$ cat config.mk
export PLATFORM = sky130hd
export DESIGN_NAME = trace_writer
export DESIGN_NICKNAME = d
export VERILOG_FILES = /design/src/rtl/tw_pkg.sv /design/src/rtl/tw_intake.sv /design/src/rtl/tw_gap_timer.sv /design/src/rtl/tw_region_ptr.sv /design/src/rtl/trace_writer.sv
export SDC_FILE = /design/constraint.sdc
export NUM_CORES = 1
export LEC_CHECK = 0
export BUFFER_PORTS_ARGS = -buffer_cell sky130_fd_sc_hd__buf_4
export CORE_UTILIZATION = 31
export DETAILED_ROUTE_END_ITERATION = 8
export GPL_TIMING_DRIVEN = 0
export REMOVE_ABC_BUFFERS = 1
export SETUP_SLACK_MARGIN = 0.02
export SYNTH_ARGS = -nofsm -noshare
export SYNTH_HDL_FRONTEND = slang
export SYNTH_SLANG_ARGS = --single-unit
$ cat constraint.sdc
create_clock -name clk -period 3.4 [get_ports clk]
set_clock_uncertainty 0.2 [all_clocks]
set_input_delay 0.17 -clock clk [delete_from_list [all_inputs] [get_ports clk]]
set_output_delay 0.17 -clock clk [all_outputs]
set_load 0.005 [all_outputs]
$ cat src/rtl/tw_pkg.sv
package tw_pkg;
  localparam int KIND_W = 3;

  typedef enum logic [KIND_W-1:0] {
    ENT_REC     = 3'd0,
    ENT_ELAPSED = 3'd1,
    ENT_OVF     = 3'd2,
    ENT_LOSS    = 3'd3,
    ENT_SYNC    = 3'd4
  } ent_kind_e;
endpackage

$ cat src/rtl/tw_intake.sv
// One-record holding slot with back-pressure or discard, unit sharing and loss flag.
module tw_intake #(
  parameter int REC_W   = 16,
  parameter int UNIT_ID = 0
) (
  input  logic             clk,
  input  logic             rst_n,
  input  logic             rec_valid,
  input  logic [REC_W-1:0] rec_data,
  output logic             rec_ready,
  input  logic             cfg_alternate,
  input  logic             cfg_drop,
  input  logic             stopped,
  input  logic             take_rec,
  input  logic             clr_loss,
  output logic             hold_v,
  output logic [REC_W-1:0] hold_data,
  output logic             loss_flag
);
  localparam logic UNIT_BIT = 1'(UNIT_ID);
  localparam logic HOME     = (UNIT_ID == 0);

  logic turn, mine, room, hs, keep, lose;

  assign mine      = cfg_alternate ? (turn == UNIT_BIT) : HOME;
  assign room      = !hold_v || take_rec;
  assign rec_ready = stopped || !mine || cfg_drop || room;
  assign hs        = rec_valid && rec_ready;
  assign keep      = hs && mine && !stopped && room;
  assign lose      = hs && mine && !stopped && !room;

  always_ff @(posedge clk) begin
    if (!rst_n) begin
      turn      <= 1'b0;
      hold_v    <= 1'b0;
      hold_data <= '0;
      loss_flag <= 1'b0;
    end else begin
      if (hs) turn <= !turn;
      if (keep) begin
        hold_v    <= 1'b1;
        hold_data <= rec_data;
      end else if (take_rec) begin
        hold_v <= 1'b0;
      end
      if (lose) loss_flag <= 1'b1;
      else if (clr_loss) loss_flag <= 1'b0;
    end
  end
endmodule

$ cat src/rtl/tw_gap_timer.sv
// Cycles since the last loaded entry; derives sync/overflow due and stamp value.
module tw_gap_timer #(
  parameter int TS_W      = 4,
  parameter int SYNC_BASE = 3
) (
  input  logic            clk,
  input  logic            rst_n,
  input  logic            wrote,
  input  logic [2:0]      cfg_sync_sel,
  output logic            sync_due,
  output logic            ovf_due,
  output logic            gap_nz,
  output logic [TS_W-1:0] stamp_val
);
  localparam int CNT_W = SYNC_BASE + 8;
  localparam logic [CNT_W-1:0] TS_MAX = CNT_W'((1 << TS_W) - 1);

  logic [CNT_W-1:0] gap, sync_lim;

  assign sync_lim  = CNT_W'(1) << (SYNC_BASE + int'(cfg_sync_sel));
  assign sync_due  = gap >= sync_lim;
  assign ovf_due   = |gap[CNT_W-1:TS_W];
  assign gap_nz    = |gap;
  assign stamp_val = (gap >= TS_MAX) ? '1 : gap[TS_W-1:0];

  always_ff @(posedge clk) begin
    if (!rst_n)      gap <= '0;
    else if (wrote)  gap <= '0;
    else if (~&gap)  gap <= gap + 1'b1;
  end
endmodule

$ cat src/rtl/tw_region_ptr.sv
// Slot pointer with full/half region length, wrap or stop at the end.
module tw_region_ptr #(
  parameter int DEPTH = 32
) (
  input  logic                     clk,
  input  logic                     rst_n,
  input  logic                     adv,
  input  logic                     cfg_half,
  input  logic                     cfg_stop,
  output logic [$clog2(DEPTH):0]   ptr,
  output logic                     wrapped,
  output logic                     stopped
);
  localparam int PTR_W = $clog2(DEPTH) + 1;
  localparam logic [PTR_W-1:0] FULL_LIM = PTR_W'(DEPTH);
  localparam logic [PTR_W-1:0] HALF_LIM = PTR_W'(DEPTH / 2);

  logic [PTR_W-1:0] lim, nxt;

  assign lim = cfg_half ? HALF_LIM : FULL_LIM;
  assign nxt = ptr + 1'b1;

  always_ff @(posedge clk) begin
    if (!rst_n) begin
      ptr     <= '0;
      wrapped <= 1'b0;
      stopped <= 1'b0;
    end else if (adv) begin
      if (nxt == lim) begin
        if (cfg_stop) begin
          ptr     <= nxt;
          stopped <= 1'b1;
        end else begin
          ptr     <= '0;
          wrapped <= 1'b1;
        end
      end else begin
        ptr <= nxt;
      end
    end
  end
endmodule

$ cat src/rtl/trace_writer.sv
module trace_writer
  import tw_pkg::*;
#(
  parameter int REC_W     = 16,
  parameter int ADDR_W    = 16,
  parameter int NBUF      = 8,
  parameter int BUF_DEPTH = 4,
  parameter int TS_W      = 4,
  parameter int SYNC_BASE = 3,
  parameter int UNIT_ID   = 0
) (
  input  logic                               clk,
  input  logic                               rst_n,
  input  logic [ADDR_W-1:0]                  cfg_base,
  input  logic                               cfg_stop_at_end,
  input  logic                               cfg_half_region,
  input  logic                               cfg_drop_when_full,
  input  logic                               cfg_stamp_en,
  input  logic                               cfg_single_stamp,
  input  logic [2:0]                         cfg_sync_sel,
  input  logic                               cfg_alternate,
  input  logic                               rec_valid,
  output logic                               rec_ready,
  input  logic [REC_W-1:0]                   rec_data,
  output logic                               mem_valid,
  input  logic                               mem_ready,
  output logic [ADDR_W-1:0]                  mem_addr,
  output logic [REC_W+2:0]                   mem_data,
  output logic [$clog2(NBUF*BUF_DEPTH):0]    wr_ptr,
  output logic                               wrapped,
  output logic                               stopped
);
  localparam int DEPTH = NBUF * BUF_DEPTH;
  localparam int PTR_W = $clog2(DEPTH) + 1;
  localparam int ENT_W = REC_W + KIND_W;

  logic             hold_v, loss_flag, take_rec, clr_loss, load, out_free;
  logic [REC_W-1:0] hold_data, payload;
  logic             sync_due, ovf_due, gap_nz;
  logic [TS_W-1:0]  stamp_val;
  ent_kind_e        kind;
  logic             out_v;
  logic [ADDR_W-1:0] out_addr;
  logic [ENT_W-1:0] out_data;

  tw_intake #(.REC_W(REC_W), .UNIT_ID(UNIT_ID)) u_intake (
    .clk(clk), .rst_n(rst_n), .rec_valid(rec_valid), .rec_data(rec_data),
    .rec_ready(rec_ready), .cfg_alternate(cfg_alternate), .cfg_drop(cfg_drop_when_full),
    .stopped(stopped), .take_rec(take_rec), .clr_loss(clr_loss),
    .hold_v(hold_v), .hold_data(hold_data), .loss_flag(loss_flag)
  );

  tw_gap_timer #(.TS_W(TS_W), .SYNC_BASE(SYNC_BASE)) u_timer (
    .clk(clk), .rst_n(rst_n), .wrote(load), .cfg_sync_sel(cfg_sync_sel),
    .sync_due(sync_due), .ovf_due(ovf_due), .gap_nz(gap_nz), .stamp_val(stamp_val)
  );

  tw_region_ptr #(.DEPTH(DEPTH)) u_ptr (
    .clk(clk), .rst_n(rst_n), .adv(load), .cfg_half(cfg_half_region),
    .cfg_stop(cfg_stop_at_end), .ptr(wr_ptr), .wrapped(wrapped), .stopped(stopped)
  );

  assign out_free = !out_v || mem_ready;

  // Entry selection: loss, elapsed, record for a held record; else sync, then overflow.
  always_comb begin
    load     = 1'b0;
    kind     = ENT_REC;
    payload  = '0;
    take_rec = 1'b0;
    clr_loss = 1'b0;
    if (out_free && !stopped) begin
      if (hold_v && loss_flag) begin
        load = 1'b1; kind = ENT_LOSS; payload = REC_W'(stamp_val); clr_loss = 1'b1;
      end else if (hold_v && cfg_stamp_en && gap_nz) begin
        load = 1'b1; kind = ENT_ELAPSED; payload = REC_W'(stamp_val);
      end else if (hold_v) begin
        load = 1'b1; kind = ENT_REC; payload = hold_data; take_rec = 1'b1;
      end else if (sync_due) begin
        load = 1'b1; kind = ENT_SYNC;
      end else if (cfg_stamp_en && !cfg_single_stamp && ovf_due) begin
        load = 1'b1; kind = ENT_OVF;
      end
    end
  end

  always_ff @(posedge clk) begin
    if (!rst_n) begin
      out_v    <= 1'b0;
      out_addr <= '0;
      out_data <= '0;
    end else if (load) begin
      out_v    <= 1'b1;
      out_addr <= cfg_base + ADDR_W'(wr_ptr);
      out_data <= {kind, payload};
    end else if (mem_ready) begin
      out_v <= 1'b0;
    end
  end

  assign mem_valid = out_v;
  assign mem_addr  = out_addr;
  assign mem_data  = out_data;
endmodule

==> reports/qor.yml, run 1 <==
synthesis:
  synth_area_leaders: "dfxtp_1, nor2_1, ha_1"
  synth_most_common_cell: "dfxtp_1"
  ys.warnings.count: 0
  synthFlopType: "dfxtp_1"
  synthesis.area_sq_um: 3577
  syn_area_per_cell_sq_um: 8.898
  synth_top_cell_area_share_pct: 41.41
  synthCells: 402
  synth.yosys.seq_area_share_pct: 41.41
  synth_common_cells: "dfxtp_1, nor2_1, nand2_1"
  synth_edf_count: 0
  yosys.area.top_type: "dfxtp_1"
  async_reset_ff_share_pct: 0
  synth_cell_types: 57
  ys_ff_latch: 74
pwr:
  p_sw_uw: 604.8
  power_leakage_uw: 0.002147
  ir_worst_vdd_v: 0.0002554
  power.internal_uw: 1757
  p_seq_share_pct: 40.8
  sw_frac_of_total_pct: 25.61
  share_comb_of_total_power_pct: 16.0
  power.density_nw_per_um2: 470.9
  total_power_uw: 2362
  pwr-share-clk_pct: 43.1
timing:
  final.period_utilization_pct: 82.45
  slew-limit-headroom_pct: 37.89
  min_period_ns: 2.803
  tightest_slew_ns: 0.9266
  rsz0062_at_grt: "false"
  fmax_ghz: 0.3567
  finalSetupViolations: 0
  hold_viol: 0
  worst_slack_ns: 0.5968
  slew_violations: 0
cells_and_area:
  nets: 582
  post-route-util_pct: 45.47
  insertedDiodeCount: 0
  fillers: 1076
  multi_input_area_sq_um: 1989
  drive_gt1_share_pct: 22.52
  area_growth_syn_to_layout_pct: 40.22
  register_area_sq_um: 1481
die:
  dieHeight_um: 109.4
  start_util_pct: 32.43
  num_rows: 38
  ios: 90
  core_area_sq_um: 11030
  die_area_sq_um: 11970
  die_x_um: 109.4
setup_path:
  r2r_end: "u_timer.gap[2]"
  crit_type: "flip-flop to flip-flop"
  r2r_slack_ns: 0.60
  rr_startpoint: "u_timer.gap[3]"
  endpoint_kind: "flip-flop"
  ff2ff_path_depth: 7
  cp.required_ns: 3.46
  start_kind: "flip-flop"
  worstPathMaxFanout: 18
  cp.arrival_ns: 2.86
worst_hold_path:
  min-delay-start: "cfg_stamp_en"
  hold_depth: 3
  min_to: "mem_data[3]"
  hp-class: "primary input to flip-flop"
clocking:
  cts_resized: 0
  root_buffer: "clkbuf_16"
  htree_levels: 3
  clockBufferDepth: 2
  cts_made_buffers: 9
  clock_latency_ns: 0.34
  cts.clk_slew.worst_paths_ns: 0.06
  cts.sinks: 74
  cts_tree: "done"
placement:
  pre_cts_ws_ns: -0.03441
  place_congestion: 0.7942
  dp_hpwl_mm: 6.306
  io_buffers: 89
detailed_routing:
  wl_per_cell_um: 13.71
  routed_wl_mm: 9.106
  drc: 0
  drtPass1Iterations: 4
  via_per_inst: 4.883
  ant_nets: 0
  drt_iter0_markers: 120
  vias: 3242
grt:
  track_usage_pct: 16.47
  grt_max_degree: 39
  grt_antenna_before_repair: 0
  grt_pass1_wl_mm: 15.09
  grt_overflow: 0
  grt_pass1_vias: 3166
status:
  status: "completed"
run:
  maxCapViolCount: 0
-- worst max-delay path by stage --
| stage | cells past startpoint | to | slack, ns | startpoint |
|---|---|---|---|---|
| finish | 7 | u_timer.gap[2] | 0.60 | u_timer.gap[3] |
| global route | 7 | u_timer.gap[2] | 0.39 | u_timer.gap[5] |
| CTS | 7 | mem_data[4] | 0.22 | u_timer.gap[8] |
| detailed placement | 9 | mem_data[14] | -0.03 | cfg_sync_sel[1] |
| global placement | 9 | mem_data[14] | 0.01 | cfg_sync_sel[1] |
| floorplan | 8 | mem_data[10] | 0.79 | cfg_sync_sel[1] |
-- final cells by class --
class	count	share of cell area, %
multi-input cells	301	39.66
flip-flops and latches	74	29.53
repair buffers	121	20.05
clock buffers	9	4.490
well taps	140	3.492
clock inverters	7	1.871
inverters	12	0.8980
-- metrics by stage --
stage | hold WS, ns | std cells | setup TNS, ns | instance area [sq um]
after floorplan | 0.08751 | 387 | 0 | 3503
after global placement | 0.1987 | 616 | 0 | 4347
after detailed placement | 0.2067 | 616 | -0.3668 | 4352
after CTS | 0.01800 | 663 | 0 | 4981
after global routing | 0.06415 | 664 | 0 | 5016
final | 0.02192 | 664 | 0 | 5016
-- cell families (layout without fill, tap and decap cells) --
group / after synthesis / after routing / share of synthesized area, %
AOI/OAI and AO/OA: 99 / 99 / 18.96
muxes: 17 / 17 / 4.757
and+or+nand+nor: 147 / 147 / 20.15
buffers and inverters: 27 / 149 / 3.323
xor gates and xnor gates: 20 / 20 / 4.897
adders and majority gates: 18 / 18 / 6.506
DFF: 74 / 74 / 41.41
-- layer usage --
metal,vias up,global-route usage (%),part of all wire [%]
met1,1489,20.84,48
met2,64,26.37,46
met5,-,0,0
met4,0,9.238,2.6
met3,16,2.964,3.5
li1,1673,-,-
-- registers in the layout, summed over array words and instances, names as in the netlist, 6 cells and up --
register,count
mem_data,19
mem_addr,16
u_intake.hold_data,16
u_timer.gap,11
u_ptr.ptr,6
-- placed cells by master (no fill, tap or decap), types with 7 or more instances in the layout --
cell / n
dlygate4sd3_1: 31
clkbuf_16: 9
a211oi_1: 7
xnor2_1: 13
a22o_1: 12
mux2i_1: 17
xor2_1: 7
buf_4: 89
dfxtp_1: 74
ha_1: 17
nand3_1: 9
inv_1: 12
o21ai_0: 14
nor2_1: 58
a21oi_1: 32
nand2_1: 37
-- repair_timing --
action / in CTS / in global routing
hold buffers: 31 / 0
setup buffers: 0 / 0
hold endpoints to repair: 30 / 0
-- critical path, stage by stage, from the launching register on --
cell      delay [ns]
dfxtp_1         0.49
ha_1            0.29
o211ai_1        0.15
nand2_1         0.07
a21oi_1         0.40
a21o_1          0.60
nand2_2         0.28
nor3_1          0.23
-- power by group through the flow --
| stage | logic (uW) | registers (uW) | clock network [uW] |
|---|---|---|---|
| after global routing | 425 | 972 | 1080 |
| after floorplan | 186 | 978 | 0 |
| after global placement | 343 | 982 | 0 |
| after detailed placement | 349 | 982 | 0 |
| after CTS | 378 | 964 | 1040 |
| final | 379 | 964 | 1020 |
Note: power is estimated with default switching activity, not from simulation.
==> run 2: changes to the inputs <==
==> constraint.sdc (replaced) <==
create_clock -name clk -period 2.7 [get_ports clk]
set_clock_uncertainty 0.2 [all_clocks]
set_input_delay 0.135 -clock clk [delete_from_list [all_inputs] [get_ports clk]]
set_output_delay 0.135 -clock clk [all_outputs]
set_load 0.005 [all_outputs]
==> run 2 against run 1 <==
Net effect: sequential share of layout area down 0.46 points; wire length up 4.7%; global-route usage up 0.59 points; largest cell class unchanged; design area up 1.6%.
==> reports/qor.yml, run 2 (synthesis results as in run 1) <==
grt:
  grt_max_degree: 39  # unchanged
  track_usage_pct: 17.06  # +0.59 points
  grt_pass1_vias: 3224  # +1.8%
  grt_antenna_before_repair: 0  # unchanged
  grt_pass1_wl_mm: 15.57  # +3.2%
  grt_overflow: 0  # unchanged
setup_path:
  worstPathMaxFanout: 7  # -11
  cp.required_ns: 2.68  # -0.78 ns
  r2r_slack_ns: 0.17  # -0.42 ns
  start_kind: "flip-flop"
  rr_startpoint: "u_ptr.ptr[0]"
  ff2ff_path_depth: 9  # +2
  cp.arrival_ns: 2.51  # -0.35 ns
  endpoint_kind: "flip-flop"
  crit_type: "flip-flop to flip-flop"
  r2r_end: "mem_addr[14]"
timing:
  final.period_utilization_pct: 93.56  # +11 points
  finalSetupViolations: 0  # unchanged
  min_period_ns: 2.526  # -0.2771 ns
  fmax_ghz: 0.3959  # +11%
  rsz0062_at_grt: "true"
  slew_violations: 0  # unchanged
  tightest_slew_ns: 0.9293  # +0.002760 ns
  hold_viol: 0  # unchanged
  slew-limit-headroom_pct: 37.71  # -0.18 points
pwr:
  sw_frac_of_total_pct: 25.74  # +0.14 points
  share_comb_of_total_power_pct: 16.8  # +0.8 points
  ir_worst_vdd_v: 0.0003155  # +24%
  power.internal_uw: 2228  # +27%
  total_power_uw: 3000  # +27%
  power_leakage_uw: 0.002172  # +1.2%
  power.density_nw_per_um2: 588.7  # +25%
  pwr-share-clk_pct: 42.7  # -0.4 points
  p_sw_uw: 772.3  # +28%
  p_seq_share_pct: 40.5  # -0.3 points
cells_and_area:
  final_cell_area_sq_um: 5096  # +1.6%
  area_growth_syn_to_layout_pct: 42.46
  final_cell_mix: "buf_4, dfxtp_1, nor2_1"
  post-route-util_pct: 46.20  # +0.73 points
  nets: 588  # +1.0%
  final_common_cell: "buf_4"
  insertedDiodeCount: 0  # unchanged
  largest_reg_flops: 19  # unchanged
  fillers: 1074  # -0.19%
  drive_gt1_share_pct: 23.77  # +1.3 points
die:
  start_util_pct: 32.43  # unchanged
  core_area_sq_um: 11030  # unchanged
  num_rows: 38  # unchanged
  dieHeight_um: 109.4  # unchanged
  die_area_sq_um: 11970  # unchanged
  ios: 90  # unchanged
  die_x_um: 109.4  # unchanged
placement:
  io_buffers: 89  # unchanged
  dp_hpwl_mm: 6.306  # unchanged
  placement.cell_area_sq_um: 4352  # unchanged
  place_congestion: 0.7942  # unchanged
clocking:
  cts.sinks: 74  # unchanged
  cts_tree: "done"
  root_buffer: "clkbuf_16"
  cts_made_buffers: 9  # unchanged
  htree_levels: 3  # unchanged
  clockBufferDepth: 2  # unchanged
  cts.clk_slew.worst_paths_ns: 0.06  # about the same
  clock_latency_ns: 0.33  # about the same
detailed_routing:
  via_per_inst: 4.951  # +1.4%
  drt_iter0_markers: 158  # +32%
  ant_nets: 0  # unchanged
  drc: 0  # unchanged
  routed_wl_mm: 9.534  # +4.7%
  drtPass1Iterations: 4  # unchanged
  vias: 3317  # +2.3%
  wl_per_cell_um: 14.23  # +3.8%
worst_hold_path:
  min-delay-start: "cfg_alternate"
  min_to: "u_intake.hold_v"
  hold_depth: 4  # +1
  hp-class: "primary input to flip-flop"
run:
  maxCapViolCount: 0  # unchanged
status:
  status: "completed"
==> run 2: changes by cell type in the layout (fill, tap and decap cells not counted), sizes merged <==
cell	before	now
a21oi	33	34
dlygate4sd3	31	34
buf	90	92
==> run 2: metal layers <==
layer	vias up	track usage, %	part of all wire [%]
met2	84	27.31	46
met3	19	3.201	4.6
li1	1680	-	-
met4	0	9.714	2.8
met1	1534	21.45	46
met5	-	0	0
==> run 2: worst max path at each step <==
| stage | startpoint | end | cells after the start |
|---|---|---|---|
| after floorplan | cfg_sync_sel[1] | mem_data[10] | 8 |
| after global routing | u_ptr.ptr[0] | mem_addr[14] | 9 |
| after global placement | cfg_sync_sel[1] | mem_data[14] | 9 |
| after CTS | u_ptr.ptr[2] | mem_addr[10] | 7 |
| final | u_ptr.ptr[0] | mem_addr[14] | 9 |
| after detailed placement | cfg_sync_sel[1] | mem_data[14] | 9 |
==> run 2: power by group through the flow <==
stage	sequential [uW]	clock (uW)	combinational, uW
final	1210	1280	505
after global placement	1240	0	432
after detailed placement	1240	0	439
after CTS	1210	1310	498
after floorplan	1230	0	234
after global routing	1220	1370	563
==> run 2: timing repair <==
action / CTS / global route
pin swaps: 1 / 1
hold buffers: 34 / 0
cloned: 1 / 0
gates resized for setup: 4 / 5
setup endpoints to repair: 38 / 35
endpoints found under the hold margin: 37 / 0
setup buffers: 0 / 2
==> run 2: final cells by class <==
type / count / area, sq um / share of cell area (%)
inverter: 12 / 45.04 / 0.8839
multi-input combinational: 302 / 2024 / 39.72
tap: 140 / 175.2 / 3.437
clock buffer: 9 / 225.2 / 4.419
sequential: 74 / 1481 / 29.07
timing repair buffer: 126 / 1051 / 20.62
clock inverter: 7 / 93.84 / 1.841
==> run 2: stage by stage <==
step                      worst slack [ns]  setup TNS (ns)  hold slack (ns)  instances
after floorplan                     0.1216               0          0.05251        387
after global placement             -0.6509          -19.57           0.1637        616
after detailed placement           -0.6994          -22.81           0.1717        616
after CTS                          0.03415               0          0.03369        667
after global routing               0.01964               0          0.07160        670
final                               0.1739               0          0.03674        670
==> run 2: critical path, stage by stage (launching register included) <==
cell and delay [ns]:
dfxtp_1 0.46, ha_1 0.26, inv_1 0.07, fa_1 0.40, nor2b_1 0.17, o31a_1 0.16, o21ai_1 0.17, a211oi_2 0.28
xnor2_1 0.14, a21oi_1 0.08
==> run 3: changes to the inputs <==
==> constraint.sdc (replaced) <==
create_clock -name clk -period 2.24 [get_ports clk]
set_clock_uncertainty 0.2 [all_clocks]
set_input_delay 0.112 -clock clk [delete_from_list [all_inputs] [get_ports clk]]
set_output_delay 0.112 -clock clk [all_outputs]
set_load 0.005 [all_outputs]
==> run 3 against run 2 <==
Net effect: first-iteration DRC count fell by 4.4%; sequential share of layout area fell by 1.7 points; design area rose by 7.9%; worst hold slack got worse by 0.024 ns.
==> reports/qor.yml, run 3 (synthesis results as in run 1) <==
status:
  status: "completed"
worst_hold_path:
  hp-class: "primary input to flip-flop"
  min-delay-start: "rst_n"
  min_to: "u_timer.gap[0]"
  hold_depth: 3  # -1
grt:
  grt_pass1_wl_mm: 16.58  # +6.5%
  grt_pass1_vias: 3334  # +3.4%
  track_usage_pct: 18.29  # +1.2 points
  grt_max_degree: 39  # unchanged
  grt_overflow: 0  # unchanged
  grt_antenna_before_repair: 0  # unchanged
timing:
  min_period_ns: 2.182  # -0.3445 ns
  setup_tns_ns: 0  # unchanged
  rsz0062_at_grt: "true"
  slew-limit-headroom_pct: 55.29  # +18 points
  hold_viol: 0  # unchanged
  tightest_slew_ns: 0.6699  # -0.2594 ns
  fmax_ghz: 0.4584  # +16%
  finalSetupViolations: 0  # unchanged
  final.period_utilization_pct: 97.39  # +3.8 points
  slew_violations: 0  # unchanged
detailed_routing:
  drt_iter0_markers: 151  # -4.4%
  drc: 0  # unchanged
  via_per_inst: 4.947  # about the same
  wl_per_cell_um: 14.89  # +4.7%
  drtPass1Iterations: 4  # unchanged
  vias: 3428  # +3.3%
  routed_wl_mm: 10.32  # +8.2%
  ant_nets: 0  # unchanged
setup_path:
  r2r_end: "mem_addr[8]"
  cp.arrival_ns: 2.23  # -0.28 ns
  cp.required_ns: 2.29  # -0.39 ns
  rr_startpoint: "u_timer.gap[10]"
  start_kind: "flip-flop"
  crit_type: "flip-flop to flip-flop"
  endpoint_kind: "flip-flop"
  worstPathMaxFanout: 7  # unchanged
  r2r_slack_ns: 0.06  # -0.12 ns
  ff2ff_path_depth: 8  # -1
cells_and_area:
  insertedDiodeCount: 0  # unchanged
  post-route-util_pct: 49.85  # +3.7 points
  drive_gt1_share_pct: 32.01  # +8.2 points
  nets: 611  # +3.9%
  area_growth_syn_to_layout_pct: 53.72
  final_cell_mix: "buf_4, dfxtp_1, nor2_1"
  largest_reg_flops: 19  # unchanged
  final_common_cell: "buf_4"
pwr:
  ir_worst_vdd_v: 0.0004123  # +31%
  power_leakage_uw: 0.002321  # +6.8%
  power.density_nw_per_um2: 684.2  # +16%
die:
  ios: 90  # unchanged
  die_x_um: 109.4  # unchanged
  core_area_sq_um: 11030  # unchanged
  start_util_pct: 32.43  # unchanged
  num_rows: 38  # unchanged
  die_area_sq_um: 11970  # unchanged
  dieHeight_um: 109.4  # unchanged
placement:
  dp_hpwl_mm: 6.306  # unchanged
  io_buffers: 89  # unchanged
  place_congestion: 0.7942  # unchanged
clocking:
  cts.sinks: 74  # unchanged
  root_buffer: "clkbuf_16"
  cts_made_buffers: 9  # unchanged
  cts.clk_slew.worst_paths_ns: 0.06  # about the same
  clockBufferDepth: 2  # unchanged
  cts_tree: "done"
  htree_levels: 3  # unchanged
  clock_latency_ns: 0.33  # about the same
run:
  maxCapViolCount: 0  # unchanged
run 3: cell count changes in the layout (fill, tap and decap cells not counted), moves of 3 or more:
cell	before	now
o21ai_1	1	5
nor3_4	0	3
buf_4	91	107
dfxtp_2	0	8
dfxtp_4	0	4
o21ai_0	13	8
a21oi_4	1	4
dfxtp_1	74	62
buf_12	0	4
run 3: worst max-delay path by stage:
stage | from | to | slack, ns | cells after the start
after floorplan | cfg_sync_sel[1] | mem_data[10] | -0.32 | 8
after global placement | cfg_sync_sel[1] | mem_data[14] | -1.09 | 9
after detailed placement | cfg_sync_sel[1] | mem_data[14] | -1.14 | 9
after CTS | u_ptr.ptr[0] | mem_addr[10] | 0.04 | 9
after global routing | u_ptr.ptr[0] | mem_addr[12] | -0.03 | 9
final | u_timer.gap[10] | mem_addr[8] | 0.06 | 8
run 3: worst max-delay path, stage by stage, from the launching register on:
cell and delay [ns]:
dfxtp_4 0.36, nor4_4 0.36, buf_4 0.18, nand2_2 0.09
a31oi_4 0.22, buf_4 0.21, a21oi_4 0.10, buf_4 0.15
a211oi_1 0.22
run 3: report_power, final:
group          switching (uW)  total [uW]  internal (uW)  leakage, uW
Sequential               62.9        1470           1400     0.000612
Combinational             344         747            403      0.00156
Clock                     577        1550            973     0.000151
Total                     985        3760           2780      0.00232
run 3: layout make-up:
class	count	area, sq um
fillers	1021	5532
repair buffers	148	1274
clock inverters	7	93.84
well taps	140	175.2
inverters	12	45.04
flip-flops and latches	74	1506
multi-input cells	303	2180
clock buffers	9	225.2
run 3: through the flow:
step | hold WS [ns] | total power (uW) | cell area [sq um] | setup slack, ns | std cells
finish | 0.01260 | 3763 | 5499 | 0.05837 | 693
global placement | 0.1407 | 2011 | 4347 | -1.088 | 616
detailed placement | 0.1487 | 2020 | 4352 | -1.136 | 616
floorplan | 0.02951 | 1767 | 3503 | -0.3155 | 387
global route | 0.04075 | 3943 | 5499 | -0.03204 | 693
CTS | 0.009547 | 3745 | 5286 | 0.03912 | 681
run 3: what timing repair did:
action / CTS / global route
endpoints found under the hold margin: 37 / 0
gates cloned: 2 / 0
hold buffers: 34 / 0
buffers inserted: 13 / 11
pin swaps: 12 / 22
gates resized for setup: 28 / 32
endpoints found under the setup margin: 70 / 57
run 3: metal layers:
layer  part of all wire [%]  up-vias  GRT usage [%]
met5                      0        -              0
met1                     47     1597          23.71
met4                    2.0        0          9.619
li1                       -     1731              -
met3                    4.2       16          3.142
met2                     47       84          29.02
